### src/rtl/rsb_pkg.sv
package rsb_pkg;

    localparam int unsigned STAMP_W   = 64;
    localparam int unsigned WORD_W    = STAMP_W / 2;
    localparam int unsigned SEL_IDX_W = 8;

    typedef logic [STAMP_W-1:0] stamp_t;
    typedef logic [WORD_W-1:0]  word_t;

    typedef enum logic [2:0] {
        RD_NONE,
        RD_RX,
        RD_TX,
        RD_SLOT_STAT,
        RD_EVT_STAT
    } rd_kind_e;

    typedef struct packed {
        rd_kind_e             kind;
        logic                 hi;
        logic [SEL_IDX_W-1:0] slot;
    } rd_sel_t;

    // bit 0 tx captured, bit 1 rx dropped, bit 2 tx ignored
    typedef struct packed {
        logic tx_miss;
        logic rx_drop;
        logic tx_cap;
    } evt_stat_t;

    function automatic word_t word_of(stamp_t v, logic hi);
        return hi ? v[STAMP_W-1:WORD_W] : v[WORD_W-1:0];
    endfunction

endpackage

### src/rtl/rsb_alloc.sv
module rsb_alloc #(
    parameter  int unsigned NUM_SLOTS = 4,
    localparam int unsigned IDX_W     = $clog2(NUM_SLOTS)
) (
    input  logic                 req,
    input  logic [NUM_SLOTS-1:0] busy,
    output logic [NUM_SLOTS-1:0] grant,
    output logic [IDX_W-1:0]     idx,
    output logic                 full
);

    logic [NUM_SLOTS:0] free_below;
    assign free_below[0] = 1'b0;

    for (genvar g = 0; g < NUM_SLOTS; g++) begin : g_pick
        assign grant[g]        = req & ~busy[g] & ~free_below[g];
        assign free_below[g+1] = free_below[g] | ~busy[g];
    end

    always_comb begin
        idx = '0;
        for (int i = 0; i < NUM_SLOTS; i++) begin
            if (grant[i]) idx = i[IDX_W-1:0];
        end
    end

    assign full = &busy;

endmodule

### src/rtl/rsb_stamp_reg.sv
module rsb_stamp_reg
    import rsb_pkg::*;
(
    input  logic   clk,
    input  logic   rst,
    input  logic   cap,
    input  logic   unlatch,
    input  stamp_t stamp_in,
    output logic   held,
    output stamp_t stamp_q
);

    always_ff @(posedge clk) begin
        if (rst) begin
            held    <= 1'b0;
            stamp_q <= '0;
        end else begin
            held <= (held & ~unlatch) | cap;
            if (cap) stamp_q <= stamp_in;
        end
    end

    // a capture is only granted to a free register
    p_cap_only_free_r2: assert property (@(posedge clk) disable iff (rst)
        cap |-> !held);

    // an upper-word read releases the held register
    p_unlatch_frees_r5: assert property (@(posedge clk) disable iff (rst)
        (held && unlatch) |=> !held);

    // a held stamp is not disturbed until it is read out
    p_hold_stable_r3: assert property (@(posedge clk) disable iff (rst)
        (held && !unlatch) |=> (held && $stable(stamp_q)));

endmodule

### src/rtl/rsb_read_mux.sv
module rsb_read_mux
    import rsb_pkg::*;
#(
    parameter  int unsigned NUM_SLOTS = 4,
    localparam int unsigned IDX_W     = $clog2(NUM_SLOTS)
) (
    input  rd_sel_t                           sel,
    input  logic [NUM_SLOTS-1:0][STAMP_W-1:0] slot_val,
    input  stamp_t                            tx_val,
    input  logic [NUM_SLOTS-1:0]              slot_held,
    input  evt_stat_t                         evst,
    output word_t                             word
);

    always_comb begin
        word = '0;
        case (sel.kind)
            RD_RX:        word = word_of(slot_val[sel.slot[IDX_W-1:0]], sel.hi);
            RD_TX:        word = word_of(tx_val, sel.hi);
            RD_SLOT_STAT: word = WORD_W'(slot_held);
            RD_EVT_STAT:  word = WORD_W'(evst);
            default:      word = '0;
        endcase
    end

endmodule

### src/rtl/rx_stamp_bank.sv
module rx_stamp_bank
    import rsb_pkg::*;
#(
    parameter  int unsigned NUM_SLOTS = 4,
    localparam int unsigned IDX_W     = $clog2(NUM_SLOTS),
    localparam int unsigned ADDR_W    = $clog2(2 * NUM_SLOTS + 4)
) (
    input  logic                clk,
    input  logic                rst,
    input  logic [STAMP_W-1:0]  time_ns,
    input  logic                rx_evt,
    output logic                rx_done,
    output logic [IDX_W-1:0]    rx_slot,
    output logic                rx_drop,
    input  logic                tx_evt,
    input  logic                tx_irq_en,
    output logic                tx_irq,
    input  logic                rd_en,
    input  logic [ADDR_W-1:0]   rd_addr,
    output logic [WORD_W-1:0]   rd_data
);

    localparam logic [ADDR_W-1:0] A_TX_LO = ADDR_W'(2 * NUM_SLOTS);
    localparam logic [ADDR_W-1:0] A_TX_HI = ADDR_W'(2 * NUM_SLOTS + 1);
    localparam logic [ADDR_W-1:0] A_SLOTS = ADDR_W'(2 * NUM_SLOTS + 2);
    localparam logic [ADDR_W-1:0] A_EVTS  = ADDR_W'(2 * NUM_SLOTS + 3);

    rd_sel_t                           sel;
    logic [NUM_SLOTS-1:0]              slot_held;
    logic [NUM_SLOTS-1:0]              grant;
    logic [NUM_SLOTS-1:0]              rx_unlatch;
    logic [NUM_SLOTS-1:0][STAMP_W-1:0] slot_val;
    logic [IDX_W-1:0]                  grant_idx;
    logic                              bank_full;
    logic                              tx_held, tx_cap, tx_unlatch;
    stamp_t                            tx_val;
    evt_stat_t                         evst, evst_set;
    word_t                             rd_word;
    logic                              evt_clear;

    // address decode
    always_comb begin
        sel.kind = RD_NONE;
        sel.hi   = rd_addr[0];
        sel.slot = '0;
        if (rd_addr < A_TX_LO) begin
            sel.kind = RD_RX;
            sel.slot = SEL_IDX_W'(rd_addr >> 1);
        end else if (rd_addr == A_TX_LO || rd_addr == A_TX_HI) begin
            sel.kind = RD_TX;
        end else if (rd_addr == A_SLOTS) begin
            sel.kind = RD_SLOT_STAT;
        end else if (rd_addr == A_EVTS) begin
            sel.kind = RD_EVT_STAT;
        end
    end

    rsb_alloc #(.NUM_SLOTS(NUM_SLOTS)) alloc_i (
        .req   (rx_evt),
        .busy  (slot_held),
        .grant (grant),
        .idx   (grant_idx),
        .full  (bank_full)
    );

    for (genvar g = 0; g < NUM_SLOTS; g++) begin : g_slot
        assign rx_unlatch[g] = rd_en && sel.kind == RD_RX && sel.hi
                               && sel.slot == SEL_IDX_W'(g);
        rsb_stamp_reg slot_i (
            .clk      (clk),
            .rst      (rst),
            .cap      (grant[g]),
            .unlatch  (rx_unlatch[g]),
            .stamp_in (time_ns),
            .held     (slot_held[g]),
            .stamp_q  (slot_val[g])
        );
    end

    assign tx_cap     = tx_evt & ~tx_held;
    assign tx_unlatch = rd_en && sel.kind == RD_TX && sel.hi;

    rsb_stamp_reg tx_reg_i (
        .clk      (clk),
        .rst      (rst),
        .cap      (tx_cap),
        .unlatch  (tx_unlatch),
        .stamp_in (time_ns),
        .held     (tx_held),
        .stamp_q  (tx_val)
    );

    rsb_read_mux #(.NUM_SLOTS(NUM_SLOTS)) mux_i (
        .sel       (sel),
        .slot_val  (slot_val),
        .tx_val    (tx_val),
        .slot_held (slot_held),
        .evst      (evst),
        .word      (rd_word)
    );

    assign evt_clear        = rd_en && sel.kind == RD_EVT_STAT;
    assign evst_set.tx_miss = tx_evt & tx_held;
    assign evst_set.rx_drop = rx_evt & bank_full;
    assign evst_set.tx_cap  = tx_cap;

    always_ff @(posedge clk) begin
        if (rst) begin
            evst    <= '0;
            rx_done <= 1'b0;
            rx_slot <= '0;
            rx_drop <= 1'b0;
            tx_irq  <= 1'b0;
            rd_data <= '0;
        end else begin
            evst    <= (evt_clear ? evt_stat_t'('0) : evst) | evst_set;
            rx_done <= |grant;
            rx_slot <= grant_idx;
            rx_drop <= rx_evt & bank_full;
            tx_irq  <= tx_cap & tx_irq_en;
            if (rd_en) rd_data <= rd_word;
        end
    end

    // at most one slot is granted, and never a held one
    p_grant_onehot_r2: assert property (@(posedge clk) disable iff (rst)
        $onehot0(grant) && ((grant & slot_held) == '0));

    // an event into a full bank is reported as dropped, not captured
    p_drop_when_full_r6: assert property (@(posedge clk) disable iff (rst)
        (rx_evt && (&slot_held)) |=> (rx_drop && !rx_done));

    // an interrupt pulse needs the enable at the capture edge
    p_irq_gated_r9: assert property (@(posedge clk) disable iff (rst)
        tx_irq |-> $past(tx_irq_en));

    // a clearing read with no new event leaves the event word empty
    p_evt_clear_r10: assert property (@(posedge clk) disable iff (rst)
        (evt_clear && !rx_evt && !tx_evt) |=> (evst == '0));

endmodule

### config.mk
export PLATFORM = sky130hd
export DESIGN_NAME = rx_stamp_bank
export DESIGN_NICKNAME = d
export VERILOG_FILES = /design/src/rtl/rsb_pkg.sv /design/src/rtl/rsb_alloc.sv /design/src/rtl/rsb_stamp_reg.sv /design/src/rtl/rsb_read_mux.sv /design/src/rtl/rx_stamp_bank.sv
export SDC_FILE = /design/constraint.sdc
export NUM_CORES = 1
export LEC_CHECK = 0
export BUFFER_PORTS_ARGS = -buffer_cell sky130_fd_sc_hd__buf_2
export CORE_MARGIN = 2
export CORE_UTILIZATION = 53
export DETAILED_ROUTE_END_ITERATION = 12
export PLACE_DENSITY = 0.82
export SKIP_CTS_REPAIR_TIMING = 1
export SLEW_MARGIN = 20
export SYNTH_ARGS = -nofsm -noshare
export SYNTH_HDL_FRONTEND = slang
export SYNTH_SLANG_ARGS = --single-unit
### constraint.sdc
create_clock -name clk -period 2.5 [get_ports clk]
set_clock_uncertainty 0.05 [all_clocks]
set_input_delay 0.75 -clock clk [delete_from_list [all_inputs] [get_ports clk]]
set_output_delay 0.75 -clock clk [all_outputs]
set_load 0.02 [all_outputs]
==> results.json, run 1 <==
{
  "final_common_cell": "nand2_1",
  "cpPeakStageDelay_ps": 430,
  "relSlewSlack": 0.5857,
  "synth_xor_area_frac": 0,
  "synth_mux_area_frac": 0.07975,
  "synth_cell_types": 51,
  "cp_cell_sequence": "buf_2",
  "grt_max_degree": 69,
  "vias": 14060,
  "io-pin-count": 111,
  "synth-simple-area-share": 0.1872,
  "place_congestion": 0.8338,
  "ys_seq_area_frac": 0.4882,
  "syn_nets": 1929,
  "finalWirelength_um": 46570,
  "hold_slack_ps": 401.3,
  "cp_slowest_cell": "dfxtp_1",
  "crit_fanout": 3,
  "rsz0062_at_grt": "no",
  "synthCells": 1855,
  "power_density_nw_per_um2": 751.1,
  "leakage_uw": 0.006343,
  "grt_usage": 0.3134,
  "fin_crit_sh": 0.7846,
  "worst_setup_path_start_kind": "flop",
  "syn_to_final_growth_pct": 15.10,
  "cts.path.max_buffers": 3,
  "drt_iter0_drc": 1712,
  "cts-root-buf": "clkbuf_16",
  "yosysWarnings": 0,
  "cts_max_level": 2,
  "fin_nets": 1971,
  "netlist_area_um2": 14970,
  "synthAdderAreaFrac": 0,
  "die-area_um2": 29600,
  "status": "finished, final reports clean",
  "remaining_drc_errors": 0,
  "cts_tree": "built",
  "start_util": 0.5387,
  "timing.fmax_mhz": 509.8,
  "cp.required_ps": 1700,
  "path_class": "flop to output port",
  "period_needed_ps": 1962,
  "synthFlopType": "dfxtp_1",
  "finalSetupViolCount": 0,
  "rows": 61,
  "overflow": 0,
  "synth-edff-count": 0,
  "grt_pass1_vias": 13780,
  "clk_pin_slew_worst_paths_ps": 60,
  "hold_class": "flop to flop",
  "numCtsBuffers": 36,
  "final_cell_mix": "655 x nand2_1, 379 x a21oi_1, 365 x dfxtp_1",
  "avgRoutedWirePerCell_um": 20.20,
  "ant_nets": 0,
  "grt_pass1_wl_um": 72560,
  "fin_setup_tns_ps": 0,
  "core_area_um2": 27780,
  "viasPerCell": 6.098,
  "synthArstFlopShare": 0,
  "drv_slew": 0,
  "drive_gt1_frac": 0.1301,
  "maxCapViolations": 0,
  "die_h_um": 172.0,
  "port_buffers": 110,
  "path_delay_family": "flip-flops",
  "ir_drop_uv": 554.1,
  "worst_slew_pin_slew_ps": 620.8,
  "synth_top_family_by_area": "compound AO/OA/AOI/OAI gates",
  "drt-pass1-iter-count": 5,
  "finalHoldViolations": 0,
  "antenna_found_initial": 6,
  "timing.critical_path.buf_inv": 1,
  "synth-seq-cells": 365,
  "die_w_um": 172.0,
  "endpoint_kind": "output port",
  "synth_compound_area_frac": 0.1955,
  "clk_latency_ps": 530,
  "synth.avg_cell_area_um2": 8.068,
  "cp.arrival_ps": 1160,
  "numClockSinks": 365,
  "dpl.hpwl_um": 27700
}
## report_power, final
group,internal [uW],leakage (uW),total [uW],switching [uW]
Clock,3230,0.000588,5510,2270
Combinational,435,0.00278,1270,835
Sequential,6030,0.00297,6160,131
Total,9700,0.00634,12900,3240
## synth_stat cells (all sizes together), types with 3 or more instances
| library cell | instances | area, um^2 |
|---|---|---|
| o211ai | 9 | 67.56 |
| buf | 79 | 431.7 |
| a21oi | 379 | 1897 |
| o21ai | 24 | 120.1 |
| a221oi | 3 | 26.28 |
| o221ai | 47 | 411.6 |
| dfxtp | 365 | 7307 |
| nor2 | 43 | 163.9 |
| mux2i | 81 | 810.8 |
| o31a | 18 | 157.7 |
| nor2b | 4 | 25.02 |
| o221a | 10 | 112.6 |
| clkbuf | 79 | 296.5 |
| nand2 | 655 | 2459 |
| inv | 3 | 11.26 |
| nand2b | 3 | 18.77 |
| mux4 | 15 | 360.3 |
## registers in the layout (all words and copies together), names as in the netlist
register / count
g_slot.slot_i.stamp_q: 256
tx_reg_i.stamp_q: 64
rd_data: 32
g_slot.slot_i.held: 4
evst: 3
rx_slot: 2
rx_done: 1
rx_drop: 1
tx_irq: 1
tx_reg_i.held: 1
## cell families after synthesis
| kind of cell | Yosys count |
|---|---|
| buffers and inverters | 161 |
| AOI/OAI and AO/OA | 507 |
| DFF | 365 |
| and+or+nand+nor | 724 |
| muxes | 98 |
## final timing paths
path | cells past startpoint | endpoint | slack [ps] | from
max | 1 | rd_data[3] | 540 | rd_data[3]$_SDFFE_PP0P_
min reg2reg | 2 | g_slot[1].slot_i.stamp_q[2]$_SDFFE_PP0P_ | 400 | g_slot[1].slot_i.stamp_q[2]$_SDFFE_PP0P_
max reg2reg | 5 | g_slot[3].slot_i.stamp_q[17]$_SDFFE_PP0P_ | 570 | g_slot[0].slot_i.held$_SDFF_PP0_
min | 2 | g_slot[1].slot_i.stamp_q[2]$_SDFFE_PP0P_ | 400 | g_slot[1].slot_i.stamp_q[2]$_SDFFE_PP0P_
## layout make-up
type | instances | area (um^2)
Timing Repair Buffer | 162 | 1266
Inverter | 3 | 11.26
Clock buffer | 50 | 1045
Fill cell | 2374 | 10560
Clock inverter | 12 | 145.1
Multi-Input combinational cell | 1329 | 6964
Antenna cell | 6 | 15.01
Sequential cell | 365 | 7307
Tap cell | 378 | 473.0
## layer usage
metal	GRT usage	share of wire	vias to the layer above
met1	0.3711	0.37	6671
met4	0.1681	0.045	4
met5	0	0.00067	-
met3	0.06661	0.099	182
li1	-	-	6394
met2	0.5334	0.48	804
## stage by stage
stage | util | instance area, um^2 | setup slack (ps) | instances | total power [uW]
after CTS | 0.6195 | 17210 | 560.1 | 2299 | 12930
after floorplan | - | 14970 | 477.1 | 1855 | 6993
after detailed placement | 0.5767 | 16020 | 156.1 | 2237 | 7512
after global placement | 0.5767 | 16020 | 183.0 | 2237 | 7472
after global routing | 0.6198 | 17220 | 494.7 | 2302 | 13320
final | 0.6201 | 17230 | 538.4 | 2305 | 12940
No activity file was read; power rests on OpenSTA's default activity.
==> run 2: changes to the inputs <==
==> constraint.sdc (replaced) <==
create_clock -name clk -period 2 [get_ports clk]
set_clock_uncertainty 0.05 [all_clocks]
set_input_delay 0.6 -clock clk [delete_from_list [all_inputs] [get_ports clk]]
set_output_delay 0.6 -clock clk [all_outputs]
set_load 0.02 [all_outputs]
==> run 2 against run 1 <==
Compared with the run above:
- clock-buffer cell count is 7 higher
- sequential power is 25% higher
- worst hold slack worse by 150 ps
- largest cell class unchanged
- largest power group unchanged
- highest routed layer unchanged
==> results.json, run 2 (same netlist as run 1, synthesis figures left out) <==
{
  "die_w_um": 172.0,
  "power_density_nw_per_um2": 936.4,
  "finalSetupViolCount": 0,
  "postLayoutCoreUtil": 0.6358,
  "cts_tree": "built",
  "leakage_uw": 0.006575,
  "die-area_um2": 29600,
  "cts-root-buf": "clkbuf_16",
  "rsz0062_at_grt": "no",
  "dpl.hpwl_um": 29410,
  "timing.critical_path.buf_inv": 1,
  "final_cell_mix": "655 x nand2_1, 379 x a21oi_1, 365 x dfxtp_1",
  "status": "finished, final reports clean",
  "grt.busiest_layer": "met2",
  "path_class": "flop to output port",
  "rows": 61,
  "drv_slew": 0,
  "met3_usage": 0.07118,
  "clk_pin_slew_worst_paths_ps": 60,
  "port_buffers": 110,
  "cp_cell_sequence": "buf_2",
  "antenna_found_initial": 8,
  "grt_max_degree": 79,
  "viasPerCell": 6.095,
  "reg_top3": "g_slot.slot_i.stamp_q: 256 flops, tx_reg_i.stamp_q: 64 flops, rd_data: 32 flops",
  "final_common_cell": "nand2_1",
  "overflow": 0,
  "vias": 14270,
  "timing.fmax_mhz": 552.8,
  "finalHoldViolations": 0,
  "largest_register_ffs": 256,
  "fin_nets": 2005,
  "clk_latency_ps": 520,
  "maxCapViolations": 0,
  "fin_crit_sh": 0.9045,
  "finalWirelength_um": 47910,
  "grt_usage": 0.3249,
  "cp_slowest_cell": "dfxtp_1",
  "cts.path.max_buffers": 3,
  "use_met2": 0.5460,
  "cpPeakStageDelay_ps": 430,
  "hold_class": "primary input to flop",
  "numClockSinks": 365,
  "drive_gt1_frac": 0.1446,
  "remaining_drc_errors": 0,
  "grt_pass1_vias": 14240,
  "p_total_uw": 16540,
  "avgRoutedWirePerCell_um": 20.46,
  "core_area_um2": 27780,
  "cp.arrival_ps": 1160,
  "crit_fanout": 2,
  "syn_to_final_growth_pct": 18.02,
  "grt_pass1_wl_um": 74900,
  "top_register": "g_slot.slot_i.stamp_q",
  "start_util": 0.5387,
  "die_h_um": 172.0,
  "worst_setup_path_start_kind": "flop",
  "grt_use_met1": 0.3841,
  "numCtsBuffers": 38,
  "cp.required_ps": 1350,
  "path_delay_family": "flip-flops",
  "relSlewSlack": 0.5584,
  "period_needed_ps": 1809,
  "endpoint_kind": "output port",
  "worst_slew_pin_slew_ps": 661.6,
  "ant_nets": 0,
  "drt_iter0_drc": 1814,
  "drt-pass1-iter-count": 6,
  "place_congestion": 0.8652,
  "cts_max_level": 2,
  "n_fill_cell": 2267,
  "io-pin-count": 111,
  "ir_drop_uv": 713.4
}
## run 2: final cells by class
| class | count | area (um^2) | share of cell area |
|---|---|---|---|
| Clock buffer | 57 | 1134 | 0.06417 |
| Timing Repair Buffer | 194 | 1632 | 0.09236 |
| Sequential cell | 365 | 7307 | 0.4137 |
| Tap cell | 378 | 473.0 | 0.02677 |
| Antenna cell | 7 | 17.52 | 0.0009916 |
| Multi-Input combinational cell | 1329 | 6964 | 0.3942 |
| Clock inverter | 9 | 126.4 | 0.007154 |
| Inverter | 3 | 11.26 | 0.0006375 |
## run 2: power breakdown
group | switching, uW | total [uW] | leakage (uW) | internal (uW)
registers | 167 | 7710 | 0.00297 | 7540
logic | 1060 | 1660 | 0.00298 | 596
clock network | 2880 | 7180 | 0.000619 | 4300
total | 4110 | 16500 | 0.00657 | 12400
## run 2: worst paths after layout
kind,from,end,slack [ps],cells after the start
max,rd_data[26]$_SDFFE_PP0P_,rd_data[26],190,1
min reg2reg,g_slot[1].slot_i.stamp_q[11]$_SDFFE_PP0P_,g_slot[1].slot_i.stamp_q[11]$_SDFFE_PP0P_,400,2
min,tx_irq_en,tx_irq$_SDFF_PP0_,250,2
max reg2reg,g_slot[2].slot_i.held$_SDFF_PP0_,g_slot[3].slot_i.stamp_q[38]$_SDFFE_PP0P_,300,5
## run 2: worst register-to-register path, cell delays in order, from the launching register on
cell and delay (ps):
dfxtp_1 430, nand2_1 140, or3_2 550, buf_12 230, nand2_1 110, a21oi_1 70
## run 2: metrics by stage
stage	std cells	cell area (um^2)	setup TNS [ps]	hold slack (ps)	setup slack, ps
floorplan	1855	14970	0	381.5	127.1
CTS	2335	17650	0	241.6	221.0
finish	2342	17660	0	246.7	191.0
global placement	2269	16390	-1303	385.6	-106.4
detailed placement	2269	16390	-2425	391.6	-155.2
global route	2341	17660	0	265.1	201.1
## run 2: routing by layer
layer	wire length (um)	vias up
met4	2590	2
met5	10	-
met3	4996	206
met2	22700	851
li1	-	6474
met1	17610	6741
==> run 3: changes to the inputs <==
--- a/config.mk
+++ b/config.mk
@@ -5,11 +5,12 @@
 export SDC_FILE = /design/constraint.sdc
 export NUM_CORES = 1
 export LEC_CHECK = 0
+export ABC_AREA = 1
 export BUFFER_PORTS_ARGS = -buffer_cell sky130_fd_sc_hd__buf_2
 export CORE_MARGIN = 2
 export CORE_UTILIZATION = 53
 export DETAILED_ROUTE_END_ITERATION = 12
-export PLACE_DENSITY = 0.82
+export PLACE_DENSITY = 0.81
 export SKIP_CTS_REPAIR_TIMING = 1
 export SLEW_MARGIN = 20
 export SYNTH_ARGS = -nofsm -noshare
==> run 3 against run 2 <==
Compared with the run above:
- area after synthesis grew 4.0%
- non-clock buffer count decreased by 14
- synthesized cell count up 22%
- critical path depth did not move
- worst hold slack gained 9.2 ps
- register-to-register slack improved by 30 ps
- critical path type unchanged
==> results.json, run 3 <==
{
  "endpoint_kind": "output port",
  "final_cell_mix": "421 x o21ai_0, 419 x nor2_1, 388 x nand2_1",
  "cp.required_ps": 1350,
  "numCtsBuffers": 38,
  "syn_to_final_growth_pct": 15.54,
  "cts-root-buf": "clkbuf_16",
  "finalSetupViolCount": 0,
  "fin_setup_tns_ps": 0,
  "maxCapViolations": 0,
  "final_common_cell": "o21ai_0",
  "yosys-top-cells-area": "dfxtp_1 47%, o21ai_0 14%, nor2_1 10%, nand2_1 9.4%, a21oi_1 7.4%",
  "leakage_uw": 0.008131,
  "ys_seq_area_frac": 0.4694,
  "start_util": 0.5409,
  "syn_nets": 2338,
  "finalHoldViolations": 0,
  "timing.critical_path.buf_inv": 1,
  "clk_latency_ps": 530,
  "p_total_uw": 17020,
  "netlist_area_um2": 15570,
  "crit_fanout": 4,
  "place_area_um2": 16740,
  "largest_register_ffs": 256,
  "reg_top3": "g_slot.slot_i.stamp_q: 256 flops, tx_reg_i.stamp_q: 64 flops, rd_data: 32 flops",
  "io-pin-count": 111,
  "core_area_um2": 28780,
  "path_class": "flop to output port",
  "worst-path-stages": 1,
  "fin_nets": 2389,
  "clk_pin_slew_worst_paths_ps": 60,
  "remaining_drc_errors": 0,
  "grt_pass1_vias": 14620,
  "hold_class": "primary input to flop",
  "n_fill_cell": 2476,
  "min_path_cells": 3,
  "drive_gt1_frac": 0.1103,
  "timing.fmax_mhz": 542.6,
  "drt_iter0_drc": 1964,
  "period_needed_ps": 1843,
  "drv_slew": 0,
  "cpPeakStageDelay_ps": 460,
  "reg2regPathDepth": 6,
  "place_congestion": 0.9156,
  "hp-start": "tx_irq_en",
  "power_density_nw_per_um2": 946.3,
  "avgRoutedWirePerCell_um": 17.45,
  "die-area_um2": 30760,
  "ant_nets": 0,
  "grt_pass1_wl_um": 75920,
  "cts.path.max_buffers": 3,
  "relSlewSlack": 0.6089,
  "die_w_um": 175.4,
  "synthFlopType": "dfxtp_1",
  "finalWirelength_um": 47550,
  "synth.avg_cell_area_um2": 6.876,
  "worst_slew_pin_slew_ps": 586.6,
  "synth.top_cells.by_count": "421 x nor2_1, 421 x o21ai_0, 389 x nand2_1",
  "worst_setup_path_start_kind": "flop",
  "viasPerCell": 5.695,
  "synth-seq-cells": 365,
  "die_h_um": 175.4,
  "synth_cell_types": 28,
  "synth_top_cell_by_area": "dfxtp_1",
  "drt-pass1-iter-count": 5,
  "cp.arrival_ps": 1190,
  "ir_drop_uv": 608.0,
  "vias": 15520,
  "numClockSinks": 365,
  "fin_crit_sh": 0.9214,
  "finalInstanceArea_um2": 17980,
  "cts_max_level": 2,
  "grt_usage": 0.3040,
  "cp_cell_sequence": "buf_2",
  "critical_path.startpoint": "rd_data[15]$_SDFFE_PP0P_",
  "synthCells": 2264,
  "synthArstFlopShare": 0,
  "overflow": 0,
  "yosysWarnings": 0,
  "synth-edff-count": 0,
  "cp_slowest_cell": "dfxtp_1",
  "rows": 62,
  "grt_max_degree": 94,
  "synth_top_area_share": 0.4694,
  "status": "finished, final reports clean",
  "port_buffers": 110,
  "rsz0062_at_grt": "no",
  "path_delay_family": "flip-flops",
  "cts_tree": "built",
  "dpl.hpwl_um": 29620,
  "antenna_found_initial": 2,
  "rr_startpoint": "g_slot[1].slot_i.held$_SDFF_PP0_",
  "top_register": "g_slot.slot_i.stamp_q"
}
==> run 3: changes by cell type after synthesis, sizes merged, moves of 47 or more <==
cell and delta:
o21ai +422, nor2 +381, nand2 -263, inv +154
a21oi -148, mux2i -81, o221ai -47
==> run 3: final timing paths <==
check                                                   end  slack (ps)
setup / recovery                                rd_data[15]         160
hold reg to reg   g_slot[0].slot_i.stamp_q[51]$_SDFFE_PP0P_         400
hold / removal                            tx_irq$_SDFF_PP0_         260
setup reg to reg  g_slot[3].slot_i.stamp_q[48]$_SDFFE_PP0P_         330
==> run 3: layout make-up <==
type                            count  area [um^2]  area share
Inverter                          159        604.3     0.03360
Antenna cell                        2        5.005   0.0002783
Sequential cell                   365         7307      0.4063
Timing Repair Buffer              180         1376     0.07653
Multi-Input combinational cell   1571         6969      0.3875
Tap cell                          384        480.5     0.02671
Clock inverter                      8        90.09    0.005009
Clock buffer                       56         1152     0.06407
==> run 3: metal layers <==
metal / routed length, um / GRT usage
met4: 1995 / 0.1333
met1: 19540 / 0.4056
met5: 23 / 0
met2: 21120 / 0.4742
met3: 4865 / 0.06645
==> run 3: power breakdown <==
group / internal, uW / total [uW] / switching, uW
combinational: 688 / 2100 / 1410
clock: 4230 / 7090 / 2860
sequential: 7660 / 7840 / 181
==> run 3: cells by family after synthesis <==
group	Yosys count	synth area share
flip-flops	365	0.4694
AND/OR/NAND/NOR	871	0.2173
buffers and inverters	328	0.08472
AO/OA/AOI/OAI	700	0.2286
==> run 3: stage by stage <==
stage	hold WS (ps)	setup WS [ps]	std cells	util
final	255.9	157.2	2725	0.6249
after global routing	272.7	162.8	2723	0.6247
after CTS	251.7	189.6	2723	0.6247
after detailed placement	391.7	-1.556	2659	0.5816
after global placement	386.9	7.113	2659	0.5816
after floorplan	379.0	268.6	2264	-
